<file path="src/rtl/xlr_pkg.sv">
package xlr_pkg;
    typedef enum logic [2:0] {
        P_EJECT = 3'd0,
        P_XPOS  = 3'd1,
        P_XNEG  = 3'd2,
        P_YPOS  = 3'd3,
        P_YNEG  = 3'd4,
        P_XLINK = 3'd5
    } port_e;

    typedef enum logic [1:0] {
        A_DIRECT = 2'd0,
        A_LOCAL  = 2'd1,
        A_REMOTE = 2'd2,
        A_SPARE  = 2'd3
    } act_e;

    typedef enum logic {
        ST_DIRECT_ONLY = 1'b0,
        ST_LINKS_ON    = 1'b1
    } mode_e;
endpackage

</file>
<file path="src/rtl/xlr_dor.sv">
module xlr_dor
    import xlr_pkg::*;
#(
    parameter int XW = 2,
    parameter int YW = 2,
    parameter int NW = XW + YW
) (
    input  logic [NW-1:0] here,
    input  logic [NW-1:0] target,
    output port_e         dir
);
    localparam logic [XW-1:0] HALF_X = XW'(1 << (XW - 1));
    localparam logic [YW-1:0] HALF_Y = YW'(1 << (YW - 1));

    logic [XW-1:0] fwd_x;
    logic [YW-1:0] fwd_y;

    // forward ring distance, wraps naturally in the field width
    assign fwd_x = target[XW-1:0] - here[XW-1:0];
    assign fwd_y = target[NW-1:XW] - here[NW-1:XW];

    always_comb begin
        if (fwd_x != '0)
            dir = (fwd_x <= HALF_X) ? P_XPOS : P_XNEG;
        else if (fwd_y != '0)
            dir = (fwd_y <= HALF_Y) ? P_YPOS : P_YNEG;
        else
            dir = P_EJECT;
    end
endmodule

</file>
<file path="src/rtl/xlr_table.sv">
module xlr_table #(
    parameter int NW = 4
) (
    input  logic          clk,
    input  logic          rst_n,
    input  logic          we,
    input  logic [NW-1:0] waddr,
    input  logic [1:0]    wact,
    input  logic [NW-1:0] wstart,
    input  logic [NW-1:0] raddr,
    output logic [1:0]    ract,
    output logic [NW-1:0] rstart
);
    localparam int ENTRIES = 1 << NW;

    logic [1:0]    act_w   [ENTRIES];
    logic [NW-1:0] start_w [ENTRIES];

    for (genvar g = 0; g < ENTRIES; g++) begin : g_ent
        logic [1:0]    act_q;
        logic [NW-1:0] start_q;

        always_ff @(posedge clk) begin
            if (!rst_n) begin
                act_q   <= 2'd0;
                start_q <= '0;
            end else if (we && waddr == NW'(g)) begin
                act_q   <= wact;
                start_q <= wstart;
            end
        end

        assign act_w[g]   = act_q;
        assign start_w[g] = start_q;
    end

    assign ract   = act_w[raddr];
    assign rstart = start_w[raddr];
endmodule

</file>
<file path="src/rtl/xl_next_hop_router.sv">
module xl_next_hop_router
    import xlr_pkg::*;
#(
    parameter int XW = 2,
    parameter int YW = 2
) (
    input  logic                 clk,
    input  logic                 rst_n,
    input  logic [XW+YW-1:0]     node_id,
    input  logic                 xl_en,
    input  logic                 tbl_we,
    input  logic [XW+YW-1:0]     tbl_dest,
    input  logic [1:0]           tbl_act,
    input  logic [XW+YW-1:0]     tbl_start,
    input  logic                 hdr_valid,
    input  logic [XW+YW-1:0]     hdr_dest,
    input  logic [1:0]           hdr_vc,
    output logic                 out_valid,
    output logic [2:0]           out_port,
    output logic [1:0]           out_vc
);
    localparam int NW = XW + YW;

    mode_e         mode_q, mode_d;
    logic [1:0]    ent_act;
    logic [NW-1:0] ent_start;
    port_e         dir_dest, dir_start;
    act_e          eff_act;
    port_e         port_d;
    logic [1:0]    vc_d;

    xlr_table #(.NW(NW)) u_table (
        .clk    (clk),
        .rst_n  (rst_n),
        .we     (tbl_we),
        .waddr  (tbl_dest),
        .wact   (tbl_act),
        .wstart (tbl_start),
        .raddr  (hdr_dest),
        .ract   (ent_act),
        .rstart (ent_start)
    );

    xlr_dor #(.XW(XW), .YW(YW), .NW(NW)) u_dor_dest (
        .here   (node_id),
        .target (hdr_dest),
        .dir    (dir_dest)
    );

    xlr_dor #(.XW(XW), .YW(YW), .NW(NW)) u_dor_start (
        .here   (node_id),
        .target (ent_start),
        .dir    (dir_start)
    );

    // mode machine: next state
    always_comb begin
        mode_d = mode_q;
        unique case (mode_q)
            ST_DIRECT_ONLY: if (xl_en)  mode_d = ST_LINKS_ON;
            ST_LINKS_ON:    if (!xl_en) mode_d = ST_DIRECT_ONLY;
            default:        mode_d = ST_DIRECT_ONLY;
        endcase
    end

    // mode machine: state register
    always_ff @(posedge clk) begin
        if (!rst_n) mode_q <= ST_DIRECT_ONLY;
        else        mode_q <= mode_d;
    end

    // action after the overrides: disabled links and post-link class
    always_comb begin
        eff_act = act_e'(ent_act);
        if (mode_q == ST_DIRECT_ONLY || hdr_vc[1] || eff_act == A_SPARE)
            eff_act = A_DIRECT;
    end

    always_comb begin
        port_d = dir_dest;
        vc_d   = hdr_vc;
        if (hdr_dest != node_id) begin
            unique case (eff_act)
                A_LOCAL: begin
                    port_d = P_XLINK;
                    vc_d   = {1'b1, hdr_vc[0]};
                end
                A_REMOTE: begin
                    if (ent_start == node_id) begin
                        port_d = P_XLINK;
                        vc_d   = {1'b1, hdr_vc[0]};
                    end else begin
                        port_d = dir_start;
                    end
                end
                default: port_d = dir_dest;
            endcase
        end
    end

    // output register
    always_ff @(posedge clk) begin
        if (!rst_n) begin
            out_valid <= 1'b0;
            out_port  <= P_EJECT;
            out_vc    <= 2'd0;
        end else begin
            out_valid <= hdr_valid;
            if (hdr_valid) begin
                out_port <= port_d;
                out_vc   <= vc_d;
            end
        end
    end
endmodule

</file>
<file path="config.mk">
export PLATFORM = sky130hd
export DESIGN_NAME = xl_next_hop_router
export DESIGN_NICKNAME = d
export VERILOG_FILES = /design/src/rtl/xlr_pkg.sv /design/src/rtl/xlr_dor.sv /design/src/rtl/xlr_table.sv /design/src/rtl/xl_next_hop_router.sv
export SDC_FILE = /design/constraint.sdc
export NUM_CORES = 1
export LEC_CHECK = 0
export BUFFER_PORTS_ARGS = -buffer_cell sky130_fd_sc_hd__buf_2
export CAP_MARGIN = 20
export CORE_MARGIN = 3
export CORE_UTILIZATION = 34
export DETAILED_ROUTE_END_ITERATION = 8
export GPL_TIMING_DRIVEN = 0
export PLACE_DENSITY = 0.58
export SLEW_MARGIN = 20
export SYNTH_ARGS = -nofsm -noshare
export SYNTH_HDL_FRONTEND = slang
export SYNTH_SLANG_ARGS = --single-unit
</file>
<file path="constraint.sdc">
create_clock -name clk -period 5.1 [get_ports clk]
set_clock_uncertainty 0.05 [all_clocks]
set_input_delay 1.02 -clock clk [delete_from_list [all_inputs] [get_ports clk]]
set_output_delay 1.02 -clock clk [all_outputs]
set_load 0.02 [all_outputs]
</file>
==> run_results.csv, run 1 <==
group,metric,value,unit
outcome,status,"complete, no violations",
detailed_routing,drc,0,
clocking,ctsResizeCount,0,
setup_path,setup.worst_path.start_class,"primary input",
finish,drive_gt1_share,14.4,%
die,die_w,129,µm
logic_synthesis,synth-edff-count,0,
finish,final-seq-area,2060,µm²
placed_design,placed_cells,682,
timing,tightest_slew,0.836,ns
setup_path,critPathArrivalTime,4.55,ns
global_routing,antenna_found_initial,0,
power_and_ir_drop,power_density,287,nW/µm²
global_routing,grt_usage,16.8,%
timing,fmax,232,MHz
clocking,clock_latency,0.35,ns
finish,nNetsFinal,542,
global_routing,grt_pass1_wl,21200,µm
clocking,cts_sinks,103,
logic_synthesis,yosysSeqAreaShare,40.1,%
clocking,cts_tree,"yes",
finish,num-fill-cells,1427,
timing,hold_viol,0,
placed_design,dp_slack,0.471,ns
setup_path,crit_path_max_fanout,10,
timing,fin_ws,0.794,ns
clocking,cts_buffers,9,
timing,slew_viol_final,0,
detailed_routing,drt-total-wl,13200,µm
timing,fin_setup_tns,0,ns
timing,hold_ws,0.420,ns
die,die_h,129,µm
logic_synthesis,yosys.area.top_type,"dfxtp_1",
clocking,cts-root-buf,"clkbuf_16",
logic_synthesis,synth_warnings,0,
timing,setup_violations,0,
detailed_routing,ant_nets,0,
logic_synthesis,synthTopCellsByArea,"dfxtp_1 40%, mux2i_1 21%, nor2b_1 11%, mux4_2 9.6%, ha_1 1.9%",
placed_design,port_buffers,27,
detailed_routing,first_pass_iters,4,
timing,finalCritPeriodShare,84.4,%
timing,slew_headroom,44.0,%
logic_synthesis,synthFlopType,"dfxtp_1",
die,floorplan.initialDensity,35.1,%
logic_synthesis,synth_cells,471,
setup_path,worstPathRequired,5.34,ns
worst_hold_path,hold_path.class,"flip-flop to flip-flop",
logic_synthesis,synth_commonest_cells,"107 x mux2i_1, 103 x dfxtp_1, 92 x nor2b_1, 22 x clkbuf_1, 22 x mux4_2",
setup_path,criticalPathCategory,"primary input to flip-flop",
detailed_routing,viasPerCell,5.11,
clocking,hold_buffers,0,
die,ios,31,
die,core-area,14600,µm²
logic_synthesis,avgSynthCellArea,10.9,µm²
global_routing,overflow,0,
global_routing,grt_max_degree,17,
die,rows,44,
finish,syn_to_final_growth,12.4,%
finish,final_cell_count_no_fill,697,
global_routing,grt_pass1_vias,3662,
clocking,cts.path.max_buffers,2,
detailed_routing,wire_per_inst,18.9,µm
logic_synthesis,syn_nets,504,
logic_synthesis,synth_top_cell_area_share,40.1,%
finish,n_antenna_cell,0,
logic_synthesis,synth.most_common_cell,"mux2i_1",
placed_design,globalplace.congestion,0.844,
placed_design,hpwl,9530,µm
logic_synthesis,synth_cell_types,41,
setup_path,endpoint_kind,"flip-flop",
clocking,path_clk_slew,0.07,ns
job,maxCapViolCount,0,
logic_synthesis,syn_area,5140,µm²
detailed_routing,drtIter0Drc,257,
finish,multi_input_area,2890,µm²
detailed_routing,vias,3559,
clocking,htreeDepth,3,
timing,min_period,4.31,ns
timing,grt_setup_unrepaired,"false",
power_and_ir_drop,p_total,1.66,mW
clocking,cts_setup_buffers,0,
power_and_ir_drop,leakage,2.17,nW
die,die_area,16600,µm²
power_and_ir_drop,ir_drop,0.160,mV
logic_synthesis,async_reset_ff_share,0,%
logic_synthesis,ys_ff_latch,103,
[sequential cells by signal, summed over array words and instances, names as in the netlist]
register	count
u_table.g_ent.start_q	64
u_table.g_ent.act_q	32
out_vc	2
out_port	3
mode_q	1
out_valid	1
[metal layers]
metal | part of all wire (%) | global-route usage [%] | vias up
li1 | - | - | 1729
met1 | 46 | 22.0 | 1753
met2 | 49 | 27.7 | 66
met3 | 4.4 | 3.86 | 11
met4 | 0.99 | 5.13 | 0
met5 | 0 | 0 | -
[cells by family (layout without fill, tap and decap cells)]
family                     count (synthesis)  after routing  synth area share (%)
and+or+nand+nor                          154            154                  17.6
muxes                                    133            133                  31.9
DFF                                      103            103                  40.1
buffers and inverters                     40             82                  3.55
AOI/OAI and AO/OA                         24             24                  3.34
xor gates and xnor gates                   9              9                  1.53
adders and majority gates                  8              8                  1.95
[power breakdown]
part	internal (mW)	leakage, nW	total [mW]	switching, mW
logic	0.0751	1.19	0.177	0.102
clock network	0.342	0.138	0.658	0.316
registers	0.817	0.833	0.823	0.00628
[worst paths after layout]
check	start	end	slack, ns	depth (start not counted)
max	hdr_dest[1]	out_port[2]	0.79	11
min	u_table.g_ent[0].start_q[1]	u_table.g_ent[0].start_q[1]	0.42	2
max reg2reg	u_table.g_ent[9].act_q[0]	out_port[2]	1.93	9
min reg2reg	u_table.g_ent[0].start_q[1]	u_table.g_ent[0].start_q[1]	0.42	2
[layout by cell type (no fill, tap or decap), types with 5 or more instances in the layout]
master and instances:
mux2i_1 107, dfxtp_1 103, nor2b_1 92, buf_2 31, mux4_2 22, clkbuf_1 22, nor2_1 15, nand3_1 14
nand2_1 12, inv_1 10, clkbuf_16 9, ha_1 8, xnor2_1 6, a21boi_0 6, nand2b_1 5
[layout make-up]
cell class	count	share of cell area [%]
buffer	30	2.51
clock buffer	10	4.14
clock inverter	5	0.563
inverter	10	0.650
multi-input combinational	328	50.1
sequential	103	35.7
tap	184	3.99
timing repair buffer	27	2.34
[metrics by stage]
step,utilization (%),area (µm²)
floorplan,-,5140
global placement,37.6,5500
detailed placement,37.6,5500
CTS,39.4,5780
global route,39.4,5780
finish,39.4,5780
[critical path, stage by stage]
cell	delay, ns
buf_2	0.23
buf_1	0.63
mux4_2	0.46
mux4_2	0.52
nand4bb_1	0.24
ha_1	0.33
a41oi_1	0.48
o21ai_0	0.17
a21oi_1	0.23
nand4_1	0.12
nand3_1	0.10
Note: power is estimated with default switching activity, not from simulation.
==> run 2: changes to the inputs <==
--- a/config.mk
+++ b/config.mk
@@ -5,6 +5,7 @@
 export SDC_FILE = /design/constraint.sdc
 export NUM_CORES = 1
 export LEC_CHECK = 0
+export ABC_AREA = 1
 export BUFFER_PORTS_ARGS = -buffer_cell sky130_fd_sc_hd__buf_2
 export CAP_MARGIN = 20
 export CORE_MARGIN = 3
==> constraint.sdc (replaced) <==
create_clock -name clk -period 4 [get_ports clk]
set_clock_uncertainty 0.05 [all_clocks]
set_input_delay 0.8 -clock clk [delete_from_list [all_inputs] [get_ports clk]]
set_output_delay 0.8 -clock clk [all_outputs]
set_load 0.02 [all_outputs]
==> run 2 against run 1 <==
  * Die area fell by 4.0%
  * Cell count is 36% higher
  * Synthesized cell count rose by 54%
  * Routed wire length grew 15%
  * Cell area down 2.9%
  * Sequential cell count did not move
  * Clock-buffer cell count is 2 higher
  * Total power up 38%
  * Sequential share of layout area increased by 1.1 points
  * Combinational power rose by 63%
  * Core utilization up 0.51 points
  * Largest cell class unchanged
==> run_results.csv, run 2 <==
group,metric,value,unit
logic_synthesis,yosysSeqAreaShare,41.9,%
detailed_routing,drtIter0Drc,351,
placed_design,globalplace.congestion,0.853,
logic_synthesis,muxShareOfSynthArea,0,%
die,core-area,14000,µm²
timing,min_period,3.70,ns
logic_synthesis,synthTopCellsByArea,"dfxtp_1 42%, o21ai_0 14%, nor2_1 12%, inv_1 5.9%, a21oi_1 5.3%",
global_routing,grt_pass1_wl,24100,µm
finish,largest_registers,"u_table.g_ent.start_q: 64 flops, u_table.g_ent.act_q: 32 flops, out_port: 3 flops",
detailed_routing,vias,4831,
die,die_h,126,µm
logic_synthesis,ys_ff_latch,103,
power_and_ir_drop,power_density,407,nW/µm²
logic_synthesis,synthFlopType,"dfxtp_1",
clocking,cts.path.max_buffers,2,
logic_synthesis,synth.most_common_cell,"nor2_1",
finish,n_antenna_cell,0,
power_and_ir_drop,p_total,2.28,mW
logic_synthesis,async_reset_ff_share,0,%
setup_path,worstPathRequired,4.22,ns
clocking,cts_buffers,9,
timing,hold_viol,0,
clocking,cts-root-buf,"clkbuf_16",
detailed_routing,drt-total-wl,15200,µm
logic_synthesis,synth-xor-area-share,0.889,%
clocking,htreeDepth,3,
setup_path,max_stage_delay,0.54,ns
logic_synthesis,synthSimpleGateAreaFrac,22.3,%
die,die_area,16000,µm²
die,rows,43,
timing,fmax,270,MHz
finish,regMostFlops,"u_table.g_ent.start_q",
logic_synthesis,yosys.area.top_type,"dfxtp_1",
detailed_routing,viasPerCell,5.10,
logic_synthesis,synth_top_cell_area_share,41.9,%
detailed_routing,first_pass_iters,5,
worst_hold_path,hold_path.class,"flip-flop to flip-flop",
logic_synthesis,synth_cell_types,25,
logic_synthesis,avgSynthCellArea,6.81,µm²
finish,syn_to_final_growth,13.9,%
setup_path,endpoint_kind,"flip-flop",
global_routing,overflow,0,
clocking,cts_setup_buffers,0,
clocking,path_clk_slew,0.07,ns
detailed_routing,drc,0,
finish,nNetsFinal,795,
setup_path,critPathArrivalTime,3.93,ns
clocking,ctsResizeCount,0,
timing,hold_ws,0.397,ns
clocking,hold_buffers,0,
outcome,status,"complete, no violations",
clocking,cts_tree,"yes",
die,die_w,126,µm
setup_path,path_cells,"buf_2 -> inv_2 -> buf_2 -> buf_2 -> clkbuf_1 -> o21ai_0 -> o221ai_1 -> o211ai_1 -> nand2_1 -> inv_1 -> ha_1 -> inv_1 -> ha_1 -> nand3_1 -> nand2_1 -> nand3_1 -> nand2_1 -> nand2_1 -> a21oi_1",
timing,slew_headroom,43.4,%
logic_synthesis,synth_commonest_cells,"163 x nor2_1, 134 x o21ai_0, 103 x dfxtp_1, 78 x inv_1, 66 x nand2_1",
setup_path,setup.worst_path.start_class,"primary input",
global_routing,grt_usage,19.0,%
timing,slew_viol_final,0,
logic_synthesis,syn_nets,756,
logic_synthesis,synth_compound_area_share,23.5,%
setup_path,crit_path_max_fanout,10,
power_and_ir_drop,ir_drop,0.242,mV
placed_design,port_buffers,28,
setup_path,criticalPathCategory,"primary input to flip-flop",
setup_path,cp_common_cell,"nand2_1",
logic_synthesis,synth_cells,723,
clocking,cts_sinks,103,
global_routing,antenna_found_initial,0,
setup_path,cpMaxStageDelayCell,"clkbuf_1",
timing,tightest_slew,0.843,ns
clocking,clock_latency,0.35,ns
logic_synthesis,synth_adder_area_share,2.03,%
timing,setup_violations,0,
logic_synthesis,synth_warnings,0,
logic_synthesis,synth-edff-count,0,
placed_design,hpwl,11400,µm
die,floorplan.initialDensity,35.1,%
finish,layout_common_cells,"163 x nor2_1, 134 x o21ai_0, 103 x dfxtp_1",
timing,grt_setup_unrepaired,"false",
die,ios,31,
global_routing,grt_pass1_vias,4369,
detailed_routing,ant_nets,0,
logic_synthesis,synth_top_family_by_area,"compound AO/OA/AOI/OAI gates",
timing,finalCritPeriodShare,92.5,%
global_routing,grt_max_degree,17,
logic_synthesis,syn_area,4930,µm²
job,maxCapViolCount,0,
finish,drive_gt1_share,7.82,%
power_and_ir_drop,leakage,2.36,nW
detailed_routing,wire_per_inst,16.1,µm
finish,final_common_cell,"nor2_1",
finish,largest_reg_flops,64,
-- run 2: changes by cell type in the layout (fill, tap and decap cells not counted), sizes merged, moves of 10 or more --
cell    change
nand2      +54
a21oi      +48
nand3      +19
mux2i     -107
mux4       -24
o21ai     +138
inv        +70
nor2      +148
nor2b      -92
o221ai     +10
-- run 2: logic make-up (layout without fill, tap and decap cells) --
family | count (synthesis) | count (layout)
adder cells (fa/ha/maj) | 8 | 8
flip-flops | 103 | 103
XOR/XNOR | 5 | 5
buffers and inverters | 118 | 162
AO/OA/AOI/OAI | 217 | 217
AND/OR/NAND/NOR | 272 | 272
-- run 2: report_power, final --
group          switching, mW  internal, mW  total [mW]  leakage, nW
Combinational          0.195        0.0927       0.288         1.38
Sequential            0.0115          1.05        1.06        0.835
Clock                  0.392         0.538       0.930        0.155
-- run 2: per-stage QoR --
step | instance area (µm²) | util (%) | cells | worst slack, ns | TNS [ns]
global placement | 5290 | 37.7 | 931 | 0.0155 | 0
finish | 5610 | 39.9 | 947 | 0.299 | 0
detailed placement | 5290 | 37.7 | 931 | -0.0155 | -0.0236
floorplan | 4930 | - | 723 | 0.963 | 0
global route | 5610 | 39.9 | 947 | 0.0492 | 0
CTS | 5610 | 39.9 | 947 | 0.331 | 0
-- run 2: layout make-up --
cell class              instances  area [µm²]
plain buffers                  38         164
fillers                      1519        8430
multi-input cells             502        2400
inverters                      80         300
well taps                     180         225
clock inverters                 4        51.3
clock buffers                  12         267
flip-flops and latches        103        2060
repair buffers                 28         140
-- run 2: layer usage --
layer	GRT usage [%]	routed length [µm]	part of all wire, %	vias to the layer above
met3	2.86	747	4.9	17
met1	27.4	7390	49	2228
li1	-	-	-	2456
met5	0	0	0	-
met4	4.79	241	1.6	0
met2	29.9	6840	45	130
-- run 2: final timing paths --
kind	from	endpoint	slack, ns	depth (start not counted)
worst min-delay path	u_table.g_ent[5].start_q[0]	u_table.g_ent[5].start_q[0]	0.40	2
worst min register to register	u_table.g_ent[5].start_q[0]	u_table.g_ent[5].start_q[0]	0.40	2
worst max register to register	u_table.g_ent[12].act_q[0]	out_vc[1]	1.74	13
worst max-delay path	hdr_dest[0]	out_port[1]	0.30	19
-- run 2: critical path: cells and delay by family --
kind                     cells  cell delay, ns
buffers and inverters        7            1.39
AO/OA/AOI/OAI                4            0.64
adder cells (fa/ha/maj)      2            0.57
AND/OR/NAND/NOR              6            0.52
